==> src/rtl/slotdec_pkg.sv <==
package slotdec_pkg;

    localparam int SLOTS   = 16;
    localparam int SLOT_W  = 16;
    localparam int BLOCK_W = SLOTS * SLOT_W;
    localparam int MAP_W   = SLOTS - 1;
    localparam int CNT_W   = $clog2(SLOTS);
    localparam int KIND_W  = 2;

    typedef enum logic [1:0] {
        FMT_DENSE  = 2'd0,
        FMT_MAPPED = 2'd1,
        FMT_HEADED = 2'd2,
        FMT_RSVD   = 2'd3
    } blk_fmt_e;

    typedef enum logic [KIND_W-1:0] {
        KIND_BASIC  = 2'd0,
        KIND_HEADER = 2'd1,
        KIND_DATA   = 2'd2,
        KIND_MAP    = 2'd3
    } slot_kind_e;

    typedef logic [SLOTS-1:0] slot_mask_t;

    typedef struct packed {
        blk_fmt_e           fmt;
        slot_mask_t         basic;
        slot_mask_t         hdr;
        logic [CNT_W-1:0]   hdr_cnt;
    } layout_t;

    typedef struct packed {
        slot_mask_t start;
        slot_mask_t fin;
        logic       bad;
    } bound_t;

    typedef struct packed {
        layout_t                  lay;
        bound_t                   bnd;
        logic [KIND_W*SLOTS-1:0]  kinds;
    } decode_t;

    // Leading bit of the nearest basic slot below position idx (0 if none).
    function automatic logic open_before(slot_mask_t basic, slot_mask_t leads, int idx);
        logic o;
        o = 1'b0;
        for (int j = 0; j < SLOTS; j++) begin
            if (j < idx && basic[j]) begin
                o = leads[j];
            end
        end
        return o;
    endfunction

    function automatic logic [CNT_W-1:0] mask_pop(slot_mask_t m);
        logic [CNT_W-1:0] n;
        n = '0;
        for (int j = 0; j < SLOTS; j++) begin
            n = n + CNT_W'(m[j]);
        end
        return n;
    endfunction

endpackage

==> src/rtl/slot_layout_decode.sv <==
module slot_layout_decode
    import slotdec_pkg::*;
(
    input  logic [BLOCK_W-1:0] block_i,
    output slot_mask_t         leads_o,
    output layout_t            lay_o
);
    logic [MAP_W-1:0] map_field;
    logic [MAP_W-1:0] zero_run;
    logic             mapped;
    slot_mask_t       basic;
    slot_mask_t       hdr;

    assign map_field = block_i[MAP_W-1:0];

    for (genvar g = 0; g < SLOTS; g++) begin : g_lead
        assign leads_o[g] = block_i[BLOCK_W-1-g*SLOT_W];
    end

    assign mapped = leads_o[SLOTS-1];

    for (genvar g = 0; g < MAP_W; g++) begin : g_map
        assign zero_run[g] = ~|map_field[MAP_W-1 -: g+1];
        assign basic[g]    = mapped ? map_field[MAP_W-1-g] : 1'b1;
        assign hdr[g]      = mapped & zero_run[g];
    end

    assign basic[SLOTS-1] = ~mapped;
    assign hdr[SLOTS-1]   = 1'b0;

    always_comb begin
        lay_o.basic   = basic;
        lay_o.hdr     = hdr;
        lay_o.hdr_cnt = mask_pop(hdr);
        if (!mapped) begin
            lay_o.fmt = FMT_DENSE;
        end else if (map_field[MAP_W-1]) begin
            lay_o.fmt = FMT_MAPPED;
        end else begin
            lay_o.fmt = FMT_HEADED;
        end
    end
endmodule

==> src/rtl/slot_boundary_mark.sv <==
module slot_boundary_mark
    import slotdec_pkg::*;
(
    input  slot_mask_t basic_i,
    input  slot_mask_t leads_i,
    output bound_t     bnd_o
);
    slot_mask_t open;

    for (genvar g = 0; g < SLOTS; g++) begin : g_open
        assign open[g]          = open_before(basic_i, leads_i, g);
        assign bnd_o.start[g]   = basic_i[g] & ~open[g];
        assign bnd_o.fin[g]     = basic_i[g] & ~leads_i[g];
    end

    assign bnd_o.bad = |(~basic_i & open);
endmodule

==> src/rtl/slot_kind_encode.sv <==
module slot_kind_encode
    import slotdec_pkg::*;
(
    input  layout_t                  lay_i,
    output logic [KIND_W*SLOTS-1:0]  kinds_o
);
    for (genvar g = 0; g < SLOTS; g++) begin : g_kind
        slot_kind_e k;
        always_comb begin
            if (g == SLOTS-1 && lay_i.fmt != FMT_DENSE) begin
                k = KIND_MAP;
            end else if (lay_i.basic[g]) begin
                k = KIND_BASIC;
            end else if (lay_i.hdr[g]) begin
                k = KIND_HEADER;
            end else begin
                k = KIND_DATA;
            end
        end
        assign kinds_o[KIND_W*g +: KIND_W] = k;
    end
endmodule

==> src/rtl/slot_block_decoder.sv <==
module slot_block_decoder
    import slotdec_pkg::*;
#(
    parameter int REG_OUT = 1
) (
    input  logic                    clk,
    input  logic                    rst,
    input  logic                    in_valid,
    input  logic [BLOCK_W-1:0]      block_in,
    output logic                    out_valid,
    output logic [SLOTS-1:0]        basic_mask,
    output logic [SLOTS-1:0]        start_mask,
    output logic [SLOTS-1:0]        end_mask,
    output logic [SLOTS-1:0]        hdr_mask,
    output logic [CNT_W-1:0]        hdr_count,
    output logic [1:0]              fmt,
    output logic                    malformed,
    output logic [KIND_W*SLOTS-1:0] slot_kinds
);
    slot_mask_t leads;
    decode_t    nxt;
    decode_t    cur;

    slot_layout_decode u_layout (
        .block_i (block_in),
        .leads_o (leads),
        .lay_o   (nxt.lay)
    );

    slot_boundary_mark u_bound (
        .basic_i (nxt.lay.basic),
        .leads_i (leads),
        .bnd_o   (nxt.bnd)
    );

    slot_kind_encode u_kind (
        .lay_i   (nxt.lay),
        .kinds_o (nxt.kinds)
    );

    if (REG_OUT != 0) begin : g_reg
        decode_t q;
        logic    vq;
        always_ff @(posedge clk) begin
            if (rst) begin
                q  <= '0;
                vq <= 1'b0;
            end else begin
                vq <= in_valid;
                if (in_valid) begin
                    q <= nxt;
                end
            end
        end
        assign cur       = q;
        assign out_valid = vq;
    end else begin : g_comb
        assign cur       = nxt;
        assign out_valid = in_valid;
    end

    assign basic_mask = cur.lay.basic;
    assign hdr_mask   = cur.lay.hdr;
    assign hdr_count  = cur.lay.hdr_cnt;
    assign fmt        = cur.lay.fmt;
    assign start_mask = cur.bnd.start;
    assign end_mask   = cur.bnd.fin;
    assign malformed  = cur.bnd.bad;
    assign slot_kinds = cur.kinds;
endmodule

==> config.mk <==
export PLATFORM = sky130hd
export DESIGN_NAME = slot_block_decoder
export DESIGN_NICKNAME = d
export VERILOG_FILES = /design/src/rtl/slotdec_pkg.sv /design/src/rtl/slot_layout_decode.sv /design/src/rtl/slot_boundary_mark.sv /design/src/rtl/slot_kind_encode.sv /design/src/rtl/slot_block_decoder.sv
export SDC_FILE = /design/constraint.sdc
export NUM_CORES = 1
export LEC_CHECK = 0
export ABC_AREA = 1
export BUFFER_PORTS_ARGS = -buffer_cell sky130_fd_sc_hd__buf_2
export CAP_MARGIN = 20
export CORE_AREA = 2 2 141 143
export DETAILED_ROUTE_END_ITERATION = 8
export DIE_AREA = 0 0 143 145
export MAX_ROUTING_LAYER = met4
export PLACE_DENSITY = 0.59
export SLEW_MARGIN = 20
export SYNTH_ARGS = -nofsm -noshare
export SYNTH_HDL_FRONTEND = slang
export SYNTH_HIERARCHICAL = 1
export SYNTH_SLANG_ARGS = --single-unit
==> constraint.sdc <==
create_clock -name clk -period 5.7 [get_ports clk]
set_clock_uncertainty 0.1 [all_clocks]
set_input_delay 0 -clock clk [delete_from_list [all_inputs] [get_ports clk]]
set_output_delay 0 -clock clk [all_outputs]
set_load 0.05 [all_outputs]
==> flow_summary.ini, run 1 <==
[outcome]
status = finished clean

[place]
placed_cell_area_sq_mm = 0.00653
dp_hpwl_microns = 12800
portBuffers = 137
gp_congestion = 0.855
pre_cts_slack_ps = 1340

[yosys]
ys_warn_count = 6
synth_area_sq_mm = 0.00590
ys_seq_area_share_pct = 35.3
syn_nets = 1208
ys_top_cells_by_area = dfxtp_1 (35%), nor2_1 (17%), nand2_1 (16%), inv_1 (11%), fa_1 (3.4%)
syn_inst = 937
synth.distinct_cells = 29
synth_area_leader_cell = dfxtp_1
yosys.area.top_type_share_pct = 35.3
syn_area_per_cell_sq_um = 6.29
ys_ff_latch = 104

[cts]
clock_tree.buffer_depth = 2
worstSkewPairLatency_ps = 350
post_cts_resized = 0
htreeDepth = 3
cts_root_buf = clkbuf_16
cts.sinks = 104
tritoncts = yes
clk_pin_slew_worst_paths_ps = 80
cts_buffers = 9

[sta]
max_freq_mhz = 237
final.setup.tns_ps = 0
maxSlewHeadroom_pct = 31.4
rsz0062_at_grt = false
finalMaxSlewViolations = 0
fin_ws_ps = 1480
finalSetupViolCount = 0
tightest_slew_ps = 1030
final_hold_viol_count = 0
fin_crit_sh_pct = 74.1
period_minus_slack_ps = 4220

[detailed_routing]
drc = 0
first_pass_iters = 4
drt_iter0_drc = 250
vias = 5377
ant_nets = 0
viasPerCell = 4.07
drt-total-wl_microns = 16800
wl_per_cell_microns = 12.7

[grt]
grt_pass1_wl_microns = 25900
grt_use_met3_pct = 8.38
grt_use_met2_pct = 23.3
gr-usage-all-layers_pct = 16.7
globalRoute.busiestLayer = met2
grt_overflow_total = 0
grtUsageMet1_pct = 21.5
grt_start_max_net_pins = 152
antenna_found_initial = 2
grt_pass1_vias = 4849

[pwr]
finalPower_mw = 1.89
power_frac_comb_pct = 24.4
p_int_mw = 1.24
peakVddDrop_v = 0.000138
p_sw_share_pct = 34.3
sequentialPowerShare_pct = 42.1
powerDensity_mw_per_mm2 = 271
p_sw_mw = 0.650
total_leakage_power_nw = 3.92
pwr-share-clk_pct = 33.5

[min_path]
holdCritStartpoint = block_in[0]
worstHoldPathType = input port to flop

[floorplanning]
die_y_microns = 145
rows = 51
dieArea_sq_mm = 0.0207
io_pins = 363
die_w_microns = 143
core_sq_mm = 0.0192
start_util_pct = 30.7

[layout]
syn_to_final_growth_pct = 18.5
final_common_cell = nor2_1
utilization_pct = 36.4
final_cell_mix = nor2_1 (271), nand2_1 (250), inv_1 (171), buf_2 (136), dfxtp_1 (104)
fin_area_sq_mm = 0.00699
drive_gt1_share_pct = 18.8
nets = 1320

[critical_path]
endpoint_kind = flop
crit_arrival_ps = 4410
crit_fanout = 4
start_kind = input port
required_ps = 5890
r2r-start = slot_kinds[30]$_SDFFE_PP0P_
startpoint = block_in[14]
critPathKind = input port to flop

[run]
cap_violations = 0
## worst max-delay path: stages
cell and delay [ps]:
dlygate4sd3_1 530, buf_2 160, nor2_2 120, nand3_2 120, nor3_1 160, buf_4 180
fa_1 410, inv_1 80, fa_1 430, fa_1 520, inv_1 60, fa_1 460
fa_1 400, inv_1 80, fa_1 400, inv_1 60, inv_1 30, nand2_1 40
nand2_1 50, nor2_1 100
## power groups by stage
stage | combinational [mW] | clock (mW) | sequential [mW]
after detailed placement | 0.456 | 0 | 0.814
final | 0.462 | 0.633 | 0.798
after CTS | 0.466 | 0.650 | 0.798
after floorplan | 0.201 | 0 | 0.975
after global placement | 0.454 | 0 | 0.814
after global routing | 0.506 | 0.679 | 0.803
## registers in the layout (all words and copies together), names as in the netlist
| register | count |
|---|---|
| slot_kinds | 32 |
| hdr_mask | 16 |
| basic_mask | 16 |
| hdr_count | 4 |
| out_valid | 1 |
| start_mask | 16 |
| end_mask | 16 |
| fmt | 2 |
| malformed | 1 |
## per-layer routing
layer,wire (microns),share of wire (%)
met2,6770,40
met3,2140,13
met5,0,0
met4,217,1.3
met1,7690,46
## stage by stage
stage | hold WS (ps) | cells
6_report | 30.4 | 1320
5_1_grt | 81.9 | 1320
4_1_cts | 16.6 | 1318
3_5_place_dp | 114 | 1287
3_3_place_gp | 111 | 1287
2_1_floorplan | -28.7 | 937
## timing repair
item	CTS	global route
setup buffers	0	0
hold buffers	16	0
hold endpoints to repair	17	0
## synth_stat cells, drive strengths merged
library cell / n
nor2: 280
buf: 53
nor3: 4
clkinv: 2
conb: 1
dfxtp: 104
or2: 2
clkbuf: 2
nand3b: 1
o211ai: 5
bufinv: 5
xnor2: 1
a31oi: 1
inv: 179
a21oi: 10
nand3: 21
ha: 2
nand2: 254
fa: 10
## layout make-up
class | instances | area (sq um)
Timing Repair Buffer | 156 | 875
Tap cell | 265 | 332
Sequential cell | 104 | 2080
Multi-Input combinational cell | 592 | 2630
Clock buffer | 10 | 239
Antenna cell | 2 | 5.00
Fill cell | 2175 | 12200
Clock inverter | 5 | 57.6
Inverter | 186 | 774
## kinds of logic after synthesis
| group | count (synthesis) | share of synthesized area (%) |
|---|---|---|
| AND/OR/NAND/NOR | 562 | 38.9 |
| buffers and inverters | 241 | 20.2 |
| flip-flops | 104 | 35.3 |
| AO/OA/AOI/OAI | 16 | 1.59 |
| adder cells (fa/ha/maj) | 12 | 3.82 |
| XOR/XNOR | 1 | 0.149 |
| other | 1 | 0.0636 |
## final timing paths
check | end | slack [ps] | depth (start not counted)
worst max register to register | slot_kinds[30]$_SDFFE_PP0P_ | 4980 | 2
worst min register to register | basic_mask[9]$_SDFFE_PP0P_ | 370 | 2
worst min-delay path | hdr_mask[14]$_SDFFE_PP0P_ | 30 | 8
worst max-delay path | hdr_count[1]$_SDFFE_PP0P_ | 1480 | 20
Power figures use the tool's default switching activity.
==> inputs of run 2 (changes only) <==
CORE_AREA = 2 2 142 144   (was 2 2 141 143)
DIE_AREA = 0 0 144 146   (was 0 0 143 145)
PLACE_DENSITY = 0.58   (was 0.59)
clock period = 3.9 ns   (was 5.7 ns; I/O delays follow)
==> run 2 against run 1 <==
  * Cell area up 2.7%
  * Hold slack better by 13 ps
  * First-iteration DRC count up 10%
  * Clock power up 50%
  * Sequential share of layout area down 0.78 points
  * Sequential power up 47%
  * Final cell count up 2.0%
  * Sequential cell count unchanged
  * Non-clock buffer count up 23
==> flow_summary.ini, run 2 (synthesis results as in run 1) <==
[outcome]
status = finished clean

[critical_path]
start_kind = input port
crit_fanout = 2
crit_arrival_ps = 3760
endpoint_kind = flop
path_cells = buf_2 -> nor2_1 -> nand2_1 -> nor3_2 -> fa_1 -> inv_1 -> fa_1 -> fa_1 -> inv_1 -> fa_1 -> fa_1 -> inv_1 -> fa_1 -> inv_1 -> inv_1 -> nand2_1 -> nand2_1 -> nor2_1
required_ps = 4090
crit_slowest_cell = fa_1
critPathKind = input port to flop
critical_path.max_stage_delay_ps = 510
cp_common_cell = fa_1

[sta]
maxSlewHeadroom_pct = 40.2
final.setup.tns_ps = 0
final_hold_viol_count = 0
fin_ws_ps = 329
max_freq_mhz = 280
period_minus_slack_ps = 3570
fin_crit_sh_pct = 91.6
rsz0062_at_grt = false
tightest_slew_ps = 897
finalMaxSlewViolations = 0
finalSetupViolCount = 0

[place]
dp_hpwl_microns = 13500
pre_cts_slack_ps = -124
gp_congestion = 0.893
portBuffers = 137
post-place-cells = 1311

[layout]
seqCellArea_sq_mm = 0.00208
fillers = 2160
multi_input_area_sq_mm = 0.00263
largest_reg_flops = 32
drive_gt1_share_pct = 20.7
final_cell_mix = nor2_1 (271), nand2_1 (250), inv_1 (171), buf_2 (136), dfxtp_1 (104)
nets = 1343
fin_cells = 1346
syn_to_final_growth_pct = 21.7
utilization_pct = 37.1
final_common_cell = nor2_1

[cts]
cts_buffers = 9
cts_root_buf = clkbuf_16
worstSkewPairLatency_ps = 350
clk_pin_slew_worst_paths_ps = 80
htreeDepth = 3
tritoncts = yes
clock_tree.buffer_depth = 2
cts.sinks = 104

[run]
cap_violations = 0

[detailed_routing]
drt-total-wl_microns = 17400
wl_per_cell_microns = 12.9
drt_iter0_drc = 275
ant_nets = 0
first_pass_iters = 4
viasPerCell = 4.02
vias = 5409
drc = 0

[grt]
grt_start_max_net_pins = 130
grt_pass1_vias = 5089
grt_overflow_total = 0
grt_pass1_wl_microns = 27200
gr-usage-all-layers_pct = 17.5
antenna_found_initial = 4

[pwr]
finalPower_mw = 2.81
peakVddDrop_v = 0.000206
total_leakage_power_nw = 4.05
powerDensity_mw_per_mm2 = 391

[floorplanning]
die_y_microns = 146
dieArea_sq_mm = 0.0210
core_sq_mm = 0.0193
io_pins = 363
start_util_pct = 30.5
rows = 51
die_w_microns = 144

[min_path]
worstHoldPathType = input port to flop
-- run 2: changes by cell type in the layout (fill, tap and decap cells not counted), moves of 2 or more --
| cell | before | now |
|---|---|---|
| buf_4 | 3 | 27 |
| clkinv_4 | 0 | 3 |
| clkinvlp_4 | 3 | 0 |
| diode_2 | 2 | 4 |
-- run 2: metal layers --
layer	part of all wire (%)	vias to the layer above	track usage [%]
li1	-	2918	-
met1	47	2345	22.4
met2	40	137	24.5
met3	12	9	9.11
met4	0.89	0	3.58
met5	0	-	-
-- run 2: per-stage QoR --
step	hold WS, ps	cell area, sq um
floorplan	-28.7	5900
global placement	90.3	6710
detailed placement	87.3	6710
CTS	22.0	7160
global route	78.7	7180
finish	43.6	7180
-- run 2: path summary, 6_finish.rpt --
kind,startpoint,endpoint,slack [ps],depth (start not counted)
worst max-delay path,block_in[10],hdr_count[1]$_SDFFE_PP0P_,330,18
worst min-delay path,block_in[2],hdr_mask[12]$_SDFFE_PP0P_,40,8
worst max register to register,slot_kinds[30]$_SDFFE_PP0P_,slot_kinds[30]$_SDFFE_PP0P_,3190,2
worst min register to register,slot_kinds[17]$_SDFFE_PP0P_,slot_kinds[17]$_SDFFE_PP0P_,370,2
-- run 2: layout make-up --
type | instances | share of cell area, %
diodes | 4 | 0.139
clock buffers | 10 | 3.19
clock inverters | 6 | 1.06
inverters | 186 | 10.8
multi-input cells | 592 | 36.7
flip-flops and latches | 104 | 29.0
well taps | 265 | 4.62
repair buffers | 179 | 14.6
-- run 2: where the power goes --
group / leakage (nW) / internal (mW) / switching, mW / total [mW]
combinational: 3.04 / 0.186 / 0.506 / 0.692
sequential: 0.862 / 1.13 / 0.0358 / 1.17
clock: 0.149 / 0.509 / 0.439 / 0.948
-- run 2: what timing repair did --
item / 4_1_cts / 5_1_grt
gates resized for setup: 0 / 1
buffers inserted: 0 / 0
hold buffers: 15 / 0
endpoints found under the hold margin: 33 / 0
endpoints found under the setup margin: 0 / 1
-- run 2: critical path, delay by kind of cell --
kind / cells / cell delay (ps)
and+or+nand+nor: 6 / 710
adders and majority gates: 6 / 2640
buffers and inverters: 6 / 410
==> inputs of run 3 (changes only) <==
CAP_MARGIN = not set   (was 20)
PLACE_DENSITY = 0.66   (was 0.58)
==> run 3 against run 2 <==
  * Combinational power about the same
  * Cell area down 0.17%
  * Global-route usage down 0.11 points
  * Maximum frequency down 0.86%
  * Non-clock buffer count up 1
  * Via count up 1.1%
  * Hold slack better by 3.4 ps
  * Sequential power about the same
  * First-iteration DRC count up 28%
  * Count of clock-buffer cells in the layout unchanged
  * Largest power group unchanged
  * Critical path type unchanged
  * Clock power down 7.4%
==> flow_summary.ini, run 3 (synthesis results as in run 1) <==
[detailed_routing]
ant_nets = 0
wl_per_cell_microns = 13.0
vias = 5467
drt_iter0_drc = 352
drt-total-wl_microns = 17500
first_pass_iters = 4
viasPerCell = 4.06
drc = 0

[sta]
maxSlewHeadroom_pct = 35.4
final.setup.tns_ps = 0
tightest_slew_ps = 968
fin_ws_ps = 298
finalSetupViolCount = 0
max_freq_mhz = 278
final_hold_viol_count = 0
period_minus_slack_ps = 3600
finalMaxSlewViolations = 0
fin_crit_sh_pct = 92.4
rsz0062_at_grt = false

[grt]
gr-usage-all-layers_pct = 17.4
grt_pass1_vias = 4969
grt_start_max_net_pins = 136
antenna_found_initial = 4
grt_pass1_wl_microns = 27100
grt_overflow_total = 0

[pwr]
total_leakage_power_nw = 4.04
finalPower_mw = 2.74
powerDensity_mw_per_mm2 = 382
peakVddDrop_v = 0.000204

[critical_path]
path_cells = buf_2 -> nor2_1 -> nand2_1 -> buf_4 -> nor2_4 -> fa_1 -> inv_1 -> fa_1 -> fa_1 -> inv_1 -> fa_1 -> fa_1 -> inv_1 -> fa_1 -> inv_1 -> inv_1 -> nand2_1 -> nand2_1 -> nor2_1
crit_buf_inv = 7
start_kind = input port
required_ps = 4090
cp_common_cell = fa_1
crit_arrival_ps = 3800
crit_slowest_cell = fa_1
critPathKind = input port to flop
critical_path.max_stage_delay_ps = 520
crit_fanout = 3
endpoint_kind = flop
rrSetupSlack_ps = 3180
crit_family = adder cells

[layout]
fin_area_sq_mm = 0.00717
syn_to_final_growth_pct = 21.5
final_cell_mix = nor2_1 (271), nand2_1 (250), inv_1 (171), buf_2 (136), dfxtp_1 (104)
fillers = 2137
largest_reg_flops = 32
final_common_cell = nor2_1
seqCellArea_sq_mm = 0.00208
drive_gt1_share_pct = 20.8
nets = 1344
multi_input_area_sq_mm = 0.00263

[floorplanning]
die_y_microns = 146
start_util_pct = 30.5
die_w_microns = 144
io_pins = 363
rows = 51
core_sq_mm = 0.0193
dieArea_sq_mm = 0.0210

[run]
cap_violations = 0

[cts]
post-cts-setup-buffer-count = 0
cts_buffers = 9
cts_root_buf = clkbuf_16
htreeDepth = 3
cts.sinks = 104
clk_pin_slew_worst_paths_ps = 80
clock_tree.buffer_depth = 2
tritoncts = yes
worstSkewPairLatency_ps = 350

[place]
portBuffers = 137
placed_cell_area_sq_mm = 0.00672
dp_hpwl_microns = 13800
gp_congestion = 0.888
pre_cts_slack_ps = -139

[outcome]
status = finished clean

[min_path]
worstHoldPathType = input port to flop
run 3: routing by layer:
layer  GRT usage [%]  part of all wire [%]  vias up
met1            21.4                    43     2373
met5               -                     0        -
li1                -                     -     2925
met2            24.8                    42      154
met3            10.0                    14       15
met4            3.38                  0.99        0
run 3: power by group:
part	internal (mW)	leakage, nW	switching, mW	total (mW)
clock network	0.444	0.140	0.434	0.878
registers	1.13	0.862	0.0366	1.17
logic	0.186	3.04	0.508	0.693
run 3: worst paths after layout:
path / start / endpoint / depth (start not counted)
setup / recovery: block_in[10] / hdr_count[1]$_SDFFE_PP0P_ / 19
setup reg to reg: malformed$_SDFFE_PP0P_ / malformed$_SDFFE_PP0P_ / 2
hold reg to reg: basic_mask[3]$_SDFFE_PP0P_ / basic_mask[3]$_SDFFE_PP0P_ / 2
hold / removal: block_in[2] / hdr_mask[12]$_SDFFE_PP0P_ / 8
run 3: worst register-to-register path, cell delays in order (launching register included):
cell	delay, ps
dfxtp_1	370
nor2_1	50
nor2_1	130
run 3: cell type report:
| cell class | instances | share of cell area [%] |
|---|---|---|
| repair buffers | 180 | 14.7 |
| clock buffers | 10 | 3.19 |
| multi-input cells | 592 | 36.7 |
| diodes | 4 | 0.140 |
| flip-flops and latches | 104 | 29.1 |
| well taps | 265 | 4.63 |
| inverters | 186 | 10.8 |
| clock inverters | 6 | 0.786 |
run 3: metrics by stage:
step,hold slack [ps],utilization (%),instances
after global routing,79.3,37.1,1347
after global placement,116,34.7,1312
after detailed placement,112,34.7,1312
after floorplan,-28.7,-,937
final,46.9,37.1,1347
after CTS,27.0,37.0,1343
run 3: timing repair:
item                                    in CTS  in global routing
hold buffers                                15                  0
endpoints found under the hold margin       17                  0
endpoints found under the setup margin       0                  1
resized for setup                            0                  1
